[config.mk]
export PLATFORM = sky130hd
export DESIGN_NAME = swrx_rx_cond
export DESIGN_NICKNAME = d
export VERILOG_FILES = /design/src/rtl/swrx_pkg.sv /design/src/rtl/swrx_glitch_filter.sv /design/src/rtl/swrx_blank_timer.sv /design/src/rtl/swrx_out_fsm.sv /design/src/rtl/swrx_rx_cond.sv
export SDC_FILE = /design/constraint.sdc
export NUM_CORES = 1
export LEC_CHECK = 0
export BUFFER_PORTS_ARGS = -buffer_cell sky130_fd_sc_hd__buf_2
export CORE_MARGIN = 8
export CORE_UTILIZATION = 25
export DETAILED_ROUTE_END_ITERATION = 6
export GPL_ROUTABILITY_DRIVEN = 0
export PLACE_DENSITY = 0.45
export SLEW_MARGIN = 20
export SYNTH_ARGS = -nofsm -noshare
export SYNTH_HDL_FRONTEND = slang
export SYNTH_SLANG_ARGS = --single-unit
export TNS_END_PERCENT = 100
[constraint.sdc]
create_clock -name clk -period 1.6 [get_ports clk]
set_input_delay 0.08 -clock clk [delete_from_list [all_inputs] [get_ports clk]]
set_output_delay 0.08 -clock clk [all_outputs]
set_load 0.005 [all_outputs]
[src/rtl/swrx_pkg.sv]
package swrx_pkg;

    typedef enum logic [1:0] {
        ST_SLEEP   = 2'd0,
        ST_WAKEIRQ = 2'd1,
        ST_PASS    = 2'd2,
        ST_BLANK   = 2'd3
    } rx_state_t;

endpackage

[src/rtl/swrx_glitch_filter.sv]
module swrx_glitch_filter #(
    parameter int unsigned SETTLE_CYC = 8
) (
    input  logic clk,
    input  logic rst_n,
    input  logic raw_i,
    output logic clean_o
);
    localparam int unsigned CW = $clog2(SETTLE_CYC + 1);

    logic [CW-1:0] cnt_q;
    logic          clean_q;

    // Restartable counter: any return to the held level clears it.
    always_ff @(posedge clk or negedge rst_n) begin
        if (!rst_n) begin
            cnt_q   <= '0;
            clean_q <= 1'b0;
        end else if (raw_i == clean_q) begin
            cnt_q <= '0;
        end else if (cnt_q == CW'(SETTLE_CYC - 1)) begin
            clean_q <= raw_i;
            cnt_q   <= '0;
        end else begin
            cnt_q <= cnt_q + CW'(1);
        end
    end

    assign clean_o = clean_q;

    // Independent run-length observer for the minimum-length check.
    logic [CW-1:0] run_q;
    logic          raw_q;

    always_ff @(posedge clk or negedge rst_n) begin
        if (!rst_n) begin
            run_q <= '0;
            raw_q <= 1'b0;
        end else begin
            raw_q <= raw_i;
            if (raw_i != raw_q)
                run_q <= CW'(1);
            else if (run_q < CW'(SETTLE_CYC))
                run_q <= run_q + CW'(1);
        end
    end

    // R2 (bus filter instance) and R6 (wake filter instance)
    assert_min_run_R2_R6: assert property (@(posedge clk) disable iff (!rst_n)
        (clean_q != $past(clean_q)) |-> (run_q >= CW'(SETTLE_CYC) && raw_q == clean_q));

endmodule

[src/rtl/swrx_blank_timer.sv]
module swrx_blank_timer #(
    parameter int unsigned BLANK_CYC = 48
) (
    input  logic clk,
    input  logic rst_n,
    input  logic tx_i,
    output logic rise_o,
    output logic last_o
);
    localparam int unsigned BW = $clog2(BLANK_CYC + 1);

    logic          tx_q;
    logic [BW-1:0] left_q;

    assign rise_o = tx_i & ~tx_q;

    always_ff @(posedge clk or negedge rst_n) begin
        if (!rst_n) begin
            tx_q   <= 1'b1;
            left_q <= '0;
        end else begin
            tx_q <= tx_i;
            if (rise_o)
                left_q <= BW'(BLANK_CYC);
            else if (left_q != '0)
                left_q <= left_q - BW'(1);
        end
    end

    assign last_o = (left_q == BW'(1));

endmodule

[src/rtl/swrx_out_fsm.sv]
module swrx_out_fsm
    import swrx_pkg::*;
(
    input  logic clk,
    input  logic rst_n,
    input  logic sleep_i,
    input  logic rise_i,
    input  logic last_i,
    input  logic dom_i,
    input  logic wake_i,
    output logic rxd_o,
    output logic oe_o
);
    rx_state_t state_q, state_d;

    always_ff @(posedge clk or negedge rst_n) begin
        if (!rst_n) state_q <= ST_SLEEP;
        else        state_q <= state_d;
    end

    always_comb begin
        state_d = state_q;
        unique case (state_q)
            ST_SLEEP: begin
                if (!sleep_i)     state_d = ST_PASS;      // resume
                else if (wake_i)  state_d = ST_WAKEIRQ;   // wake qualify
            end
            ST_WAKEIRQ: begin
                if (!sleep_i)     state_d = ST_PASS;      // resume
            end
            ST_PASS: begin
                if (sleep_i)      state_d = ST_SLEEP;     // sleep entry
                else if (rise_i)  state_d = ST_BLANK;     // release
            end
            ST_BLANK: begin
                if (sleep_i)      state_d = ST_SLEEP;     // sleep entry
                else if (rise_i)  state_d = ST_BLANK;     // re-release
                else if (last_i)  state_d = ST_PASS;      // window end
            end
        endcase
    end

    always_comb begin
        rxd_o = 1'b1;
        oe_o  = 1'b1;
        unique case (state_q)
            ST_SLEEP:   begin rxd_o = 1'b1;   oe_o = 1'b0; end
            ST_WAKEIRQ: begin rxd_o = 1'b0;   oe_o = 1'b1; end
            ST_PASS:    begin rxd_o = ~dom_i; oe_o = 1'b1; end
            ST_BLANK:   begin rxd_o = 1'b1;   oe_o = 1'b1; end
        endcase
    end

    assert_sleep_quiet_R7: assert property (@(posedge clk) disable iff (!rst_n)
        sleep_i |=> (!oe_o || !rxd_o));

    assert_awake_drive_R9: assert property (@(posedge clk) disable iff (!rst_n)
        !sleep_i |=> oe_o);

    assert_irq_hold_R8: assert property (@(posedge clk) disable iff (!rst_n)
        (oe_o && !rxd_o && sleep_i && $past(sleep_i)) |=> (oe_o && !rxd_o));

endmodule

[src/rtl/swrx_rx_cond.sv]
module swrx_rx_cond #(
    parameter int unsigned MIN_PULSE_CYC = 8,
    parameter int unsigned BLANK_CYC     = 48,
    parameter int unsigned WAKE_FILT_CYC = 640
) (
    input  logic clk,
    input  logic rst_n,
    input  logic sleep_i,
    input  logic tx_i,
    input  logic bus_dom_i,
    input  logic hv_dom_i,
    output logic rxd_o,
    output logic rxd_oe_o,
    output logic wake_o
);
    logic dom_filt;
    logic wake_filt;
    logic tx_rise;
    logic blank_last;

    swrx_glitch_filter #(.SETTLE_CYC(MIN_PULSE_CYC)) u_bus_filt (
        .clk     (clk),
        .rst_n   (rst_n),
        .raw_i   (bus_dom_i),
        .clean_o (dom_filt)
    );

    swrx_glitch_filter #(.SETTLE_CYC(WAKE_FILT_CYC)) u_wake_filt (
        .clk     (clk),
        .rst_n   (rst_n),
        .raw_i   (hv_dom_i),
        .clean_o (wake_filt)
    );

    swrx_blank_timer #(.BLANK_CYC(BLANK_CYC)) u_blank (
        .clk    (clk),
        .rst_n  (rst_n),
        .tx_i   (tx_i),
        .rise_o (tx_rise),
        .last_o (blank_last)
    );

    swrx_out_fsm u_fsm (
        .clk     (clk),
        .rst_n   (rst_n),
        .sleep_i (sleep_i),
        .rise_i  (tx_rise),
        .last_i  (blank_last),
        .dom_i   (dom_filt),
        .wake_i  (wake_filt),
        .rxd_o   (rxd_o),
        .oe_o    (rxd_oe_o)
    );

    assign wake_o = wake_filt;

    assert_blank_recessive_R4: assert property (@(posedge clk) disable iff (!rst_n)
        ($past(rst_n) && !$past(sleep_i) && !sleep_i && $rose(tx_i)) |=> rxd_o);

endmodule

After elaboration in Yosys (flattened, before gate mapping)

Index checks and enable logic that the tools add are counted.

Bits in registers: 25
Logic and storage cells: 52
Input port bits: 6
Output and inout port bits: 3

Bitwise gates (word level): 5
Muxes and demuxes: 17
Add/subtract/negate cells: 3
Eq/ne operators: 12
Reductions and logical operators: 8

Operator list:

| cell                  | count |
|---|---|
| $mux 10               | 2 |
| $mux 2                | 8 |
| $mux 6                | 2 |
| $add 10x1->10 const B | 1 |
| $eq 10x10->1 const B  | 1 |
| $mux 4                | 2 |
| $pmux 2 s4            | 1 |
| $eq 6x1->1 const B    | 1 |
| $ne 3x3->1 const B    | 2 |
| $reduce_bool 6->1     | 1 |
| $sub 6x1->6 const B   | 1 |
| $add 4x1->4 const B   | 1 |
| $eq 2x2->1 const B    | 2 |
| $eq 4x3->1 const B    | 1 |
| $ne 4x4->1 const B    | 1 |
| $not 1->1             | 4 |
| $reduce_and 2->1      | 2 |
| $reduce_and 4->1      | 1 |
| $pmux 1 s3            | 1 |
| $reduce_or 3->1       | 1 |
| $eq 1x1->1            | 2 |
| $eq 2x1->1 const B    | 1 |
| $logic_not 2->1       | 1 |
| $ne 2x2->1 const B    | 1 |
| 4 further kinds       | 4 |

Depth between registers and ports, before layout

Depth after elaboration: 5
Gate-level depth with buffers: 5
Depth with buffers taken out: 5

Hierarchy

From an unflattened synthesis, not the netlist that was laid out.

Cell total of the unflattened synthesis: 134
Area total of the unflattened synthesis: 1413.9 um2

Modules (own cells, without submodules):

| module                            | instances | area an instance (um2) | sequential area each (um2) | cells each |
|---|---|---|---|---|
| swrx_glitch_filter at u_wake_filt | 1         | 554.3                  | 275.3                      | 53 |
| swrx_blank_timer                  | 1         | 364.1                  | 176.4                      | 36 |
| swrx_out_fsm                      | 1         | 260.2                  | 50.0                       | 28 |
| swrx_glitch_filter at u_bus_filt  | 1         | 235.2                  | 125.1                      | 17 |

Least setup slack after synthesis

OpenSTA, ideal clock, no wires.

Kind: register to register
From: reg u_wake_filt.cnt_q[0]
To: reg u_wake_filt.clean_q, in the netlist u_wake_filt.clean_o
Slack: 55 ps
Required time: 1475 ps
Period minus slack after synthesis: 1545 ps
Library setup time: 125 ps
Arrival: 1421 ps
Stages on the path, launching flop included: 5
Path buffers: 0
Cells stage by stage: dfrtp_1 > ha_1 > nand3_1 > nor4_1 > mux2_2

Word-level cells in the longest chain between the ends: 2

RTL lines:

| element                    | line                     | RTL |
|---|---|---|
| start, declared            | swrx_glitch_filter.sv:11 | `logic [CW-1:0] cnt_q;` |
| start signal, assigned     | swrx_glitch_filter.sv:25 | `cnt_q <= cnt_q + CW'(1);` |
| $eq 10x10->1               | swrx_glitch_filter.sv:21 | `end else if (cnt_q == CW'(SETTLE_CYC - 1)) begin` |
| $reduce_and 2->1 (no line) | -                        |  |
| end signal, assigned       | swrx_glitch_filter.sv:22 | `clean_q <= raw_i;` |
| end, declared              | swrx_glitch_filter.sv:12 | `logic clean_q;` |

No other way between the ends.
A chain may end at the register's enable or synchronous reset.

Worst setup path after layout

From: reg u_blank.left_q[0]
To: reg u_blank.left_q[5]

Word-level cells in the longest chain between the ends: 3
Elaborated cells between the ends (all ways): 5
Classes of those cells: 1 x add/sub; 2 x mux; 2 x reduce/logical

RTL lines:

| element                | line                   | RTL |
|---|---|---|
| start, declared        | swrx_blank_timer.sv:13 | `logic [BW-1:0] left_q;` |
| start signal, assigned | swrx_blank_timer.sv:24 | `left_q <= BW'(BLANK_CYC);` |
| start signal, assigned | swrx_blank_timer.sv:26 | `left_q <= left_q - BW'(1);` |
| $sub 6x1->6            | swrx_blank_timer.sv:26 |  |
| $mux 6                 | swrx_blank_timer.sv:25 | `else if (left_q != '0)` |
| $mux 6                 | swrx_blank_timer.sv:23 | `if (rise_o)` |

Parallel ways exist; a longest one is shown, timed or not. The select of a mux whose other input is x is not followed.

==> flow_summary_export.csv <==
group,metric,value,unit
outcome,outcome,"finished clean",
layout,fin_area,0.001677,sq mm
layout,diodes,0,
critical_path,cpMostUsedCell,"or4_4",
grt,grt_pass1_wl,4816,microns
sta,fin_skew,0.002082,ns
synthesis,ys_async_sr_fraction,100.0,%
synthesis,synthFlopType,"dfrtp_1",
critical_path,worst_r2r_endpoint,"u_blank.left_q[5]$_DFFE_PN0P_",
drt,drt_wl_total,2811,microns
synthesis,syn-cell-area,0.001384,sq mm
drt,drc,0,
critical_path,reg2reg_from,"u_blank.left_q[0]$_DFFE_PN0P_",
grt,grt_pass1_vias,1071,
synthesis,synth.top_cell.area_share,43.40,%
clock_network,clockBufferDepth,2,
layout,num-fill-cells,565,
critical_path,path_cells,"or4_4, or4_4, nand3_1",
min_path,hold_end,"u_fsm.state_q[1]$_DFFE_PN0P_",
die,io_pins,9,
clock_network,cts-htree-levels,1,
drt,first_iter_violations,47,
die,core-area,0.005439,sq mm
critical_path,critPathSlowestCell,"or4_4",
critical_path,crit_arrival,1.76,ns
grt,grt_usage,7.036,%
synthesis,synth.area.top_cells,"dfrtp_1, ha_1, a21oi_1",
placement,hpwlAfterDp,2106,microns
synthesis,avgSynthCellArea,10.33,sq um
sta,fin_crit,1.554,ns
placement,place_area,0.001567,sq mm
synthesis,syn_nets,151,
clock_network,numCtsBuffers,3,
die,rows,27,
synthesis,yosys_warnings,0,
grt,grt_max_degree,26,
layout,nNetsFinal,175,
sta,fmax,643.6,MHz
synthesis,syn_inst,134,
drt,vias,1055,
grt,grt_overflow_total,0,
flow_run,max-cap-violations,0,
die,die_w,90.40,microns
min_path,whs_path_depth,2,
critical_path,reg2regPathDepth,3,
sta,fin_hold_ws,0.01784,ns
critical_path,r2r_slack,0.05,ns
sta,worstMarginPinSlew,0.5876,ns
sta,slew_violations,0,
sta,finalSetupViolCount,0,
drt,dr.pass1.iters,4,
critical_path,path_max_fanout,6,
clock_network,clk_latency,0.27,ns
power,leakagePower,0.7079,nW
synthesis,ys_types,36,
drt,final_antenna_net_count,0,
sta,fin_ws,0.04614,ns
critical_path,cp_slowest_stage_delay,0.54,ns
placement,dp_slack,-0.001522,ns
critical_path,required,1.81,ns
clock_network,cts_num_sinks,25,
min_path,min_path_type,"in -> reg",
sta,slew-limit-headroom,60.83,%
power,power.density,1207,mW/mm^2
power,ir_worst_vdd,0.5416,mV
die,die_h,90.40,microns
sta,fin_crit_sh,97.12,%
grt,antenna_found_initial,0,
synthesis,synth_top_area_cell,"dfrtp_1",
clock_network,cts-root-buf,"clkbuf_8",
synthesis,synth_edf_count,0,
sta,rsz0062_at_grt,"no",
die,start_util,25.44,%
drt,viasPerCell,4.607,
placement,numPortBuffers,8,
die,die_area,0.008172,sq mm
synthesis,seq_area_frac_synth,45.30,%
sta,hold_viol,0,
clock_network,cts.clk_slew.worst_paths,0.09,ns
min_path,hold_start,"sleep_i",
layout,drive_above_1_share,22.93,%
layout,syn_to_final_growth,21.16,%
synthesis,ys_seq_elements,25,
critical_path,startpoint_type,"flop",
critical_path,crit_type,"reg -> reg",
clock_network,cts_tree,"built",
critical_path,cp-end-kind,"flop",
drt,avgRoutedWirePerCell,12.28,microns
[where the power goes]
part           internal, W  switching [W]
registers         0.000769       0.000158
clock network     0.000178       0.000201
logic             0.000364       0.000355
[sequential cells by signal, summed over array words and instances (netlist names)]
name / flops
u_wake_filt.cnt_q: 10
u_blank.left_q: 6
u_bus_filt.cnt_q: 4
u_fsm.state_q: 2
u_blank.tx_q: 1
u_bus_filt.clean_o: 1
u_wake_filt.clean_o: 1
[critical path, delay by kind of cell (launching register included)]
kind	cells	cell delay (ns)
simple gates	3	1.04
flops	1	0.45
[layout make-up]
cell class	instances	area [sq um]	share of cell area, %
Multi-Input combinational cell	100	750.7	44.78
Sequential cell	25	629.4	37.54
Timing Repair Buffer	19	127.6	7.612
Tap cell	72	90.09	5.373
Clock buffer	4	45.04	2.687
Inverter	9	33.78	2.015
[how the worst max path moves through the flow]
stage | start | to | slack [ns] | cells past startpoint
after global placement | u_wake_filt.cnt_q[1]$_DFF_PN0_ | u_wake_filt.clean_o$_DFFE_PN0P_ | 0.06 | 4
after floorplan | u_wake_filt.cnt_q[0]$_DFF_PN0_ | u_wake_filt.clean_o$_DFFE_PN0P_ | 0.05 | 4
after global routing | u_blank.left_q[0]$_DFFE_PN0P_ | u_blank.left_q[5]$_DFFE_PN0P_ | 0.002 | 3
final | u_blank.left_q[0]$_DFFE_PN0P_ | u_blank.left_q[5]$_DFFE_PN0P_ | 0.05 | 3
after CTS | u_wake_filt.cnt_q[1]$_DFF_PN0_ | u_wake_filt.clean_o$_DFFE_PN0P_ | 0.01 | 4
after detailed placement | u_wake_filt.cnt_q[1]$_DFF_PN0_ | u_wake_filt.clean_o$_DFFE_PN0P_ | -0.002 | 4
[layout by cell type, fill, tap and decap left out, types with 2 or more instances in the layout]
cell type / count
dfrtp_1: 22
or4_4: 2
buf_4: 9
nand4_1: 2
dfrtp_2: 2
nor2_1: 8
mux2_2: 2
nor2b_1: 4
inv_1: 8
nand2b_1: 4
a2111oi_0: 2
nor3_1: 3
buf_2: 8
ha_2: 2
o21ai_0: 7
ha_1: 9
dlygate4sd3_1: 2
or3_1: 6
a211oi_1: 2
a21oi_1: 11
clkbuf_8: 3
nand2_1: 5
o31ai_1: 2
xnor2_1: 6
nand3_1: 4
[kinds of logic after synthesis]
family	share of synthesized area, %
flops	45.30
simple gates	20.16
mux	2.351
xor+xnor	4.430
compound gates	15.37
fa+ha+maj	9.946
buf+inv	2.441
[repair_timing]
action,CTS,global route
hold buffers,2,0
pin swaps,0,1
buffers inserted,0,2
gates cloned,0,0
endpoints found under the setup margin,1,6
gates resized for setup,1,9
hold endpoints to repair,25,0
[Yosys cell counts (2+ instances only)]
cell type and count:
o21bai_1 2, nand4_1 2, nand3_1 5, a211oi_1 2, a2111oi_0 2, nor2b_1 4, inv_1 9, mux2_2 2
dfrtp_1 24, nand2b_1 4, a21oi_1 11, or3_1 6, nor3_1 3, ha_1 11, or4_1 3, o31ai_1 2
xnor2_1 6, nand2_1 5, o21ai_0 7, nor2_1 8
[stage by stage]
stage	std cells	util (%)	TNS, ns	total power (W)
after floorplan	134	-	0	0.001387
after global placement	221	28.80	0	0.001566
after detailed placement	221	28.80	-0.001522	0.001601
after CTS	227	30.11	0	0.002011
after global routing	229	30.83	0	0.002194
final	229	30.83	0	0.002025
[metal layers]
layer | vias to the layer above | global-route usage, % | routed length (microns)
li1 | 530 | - | -
met1 | 505 | 8.711 | 1349
met2 | 16 | 11.35 | 1349
met3 | 4 | 2.161 | 87
met4 | 0 | 2.219 | 24
met5 | - | 0 | 0
Note: power is estimated with default switching activity, not from simulation.
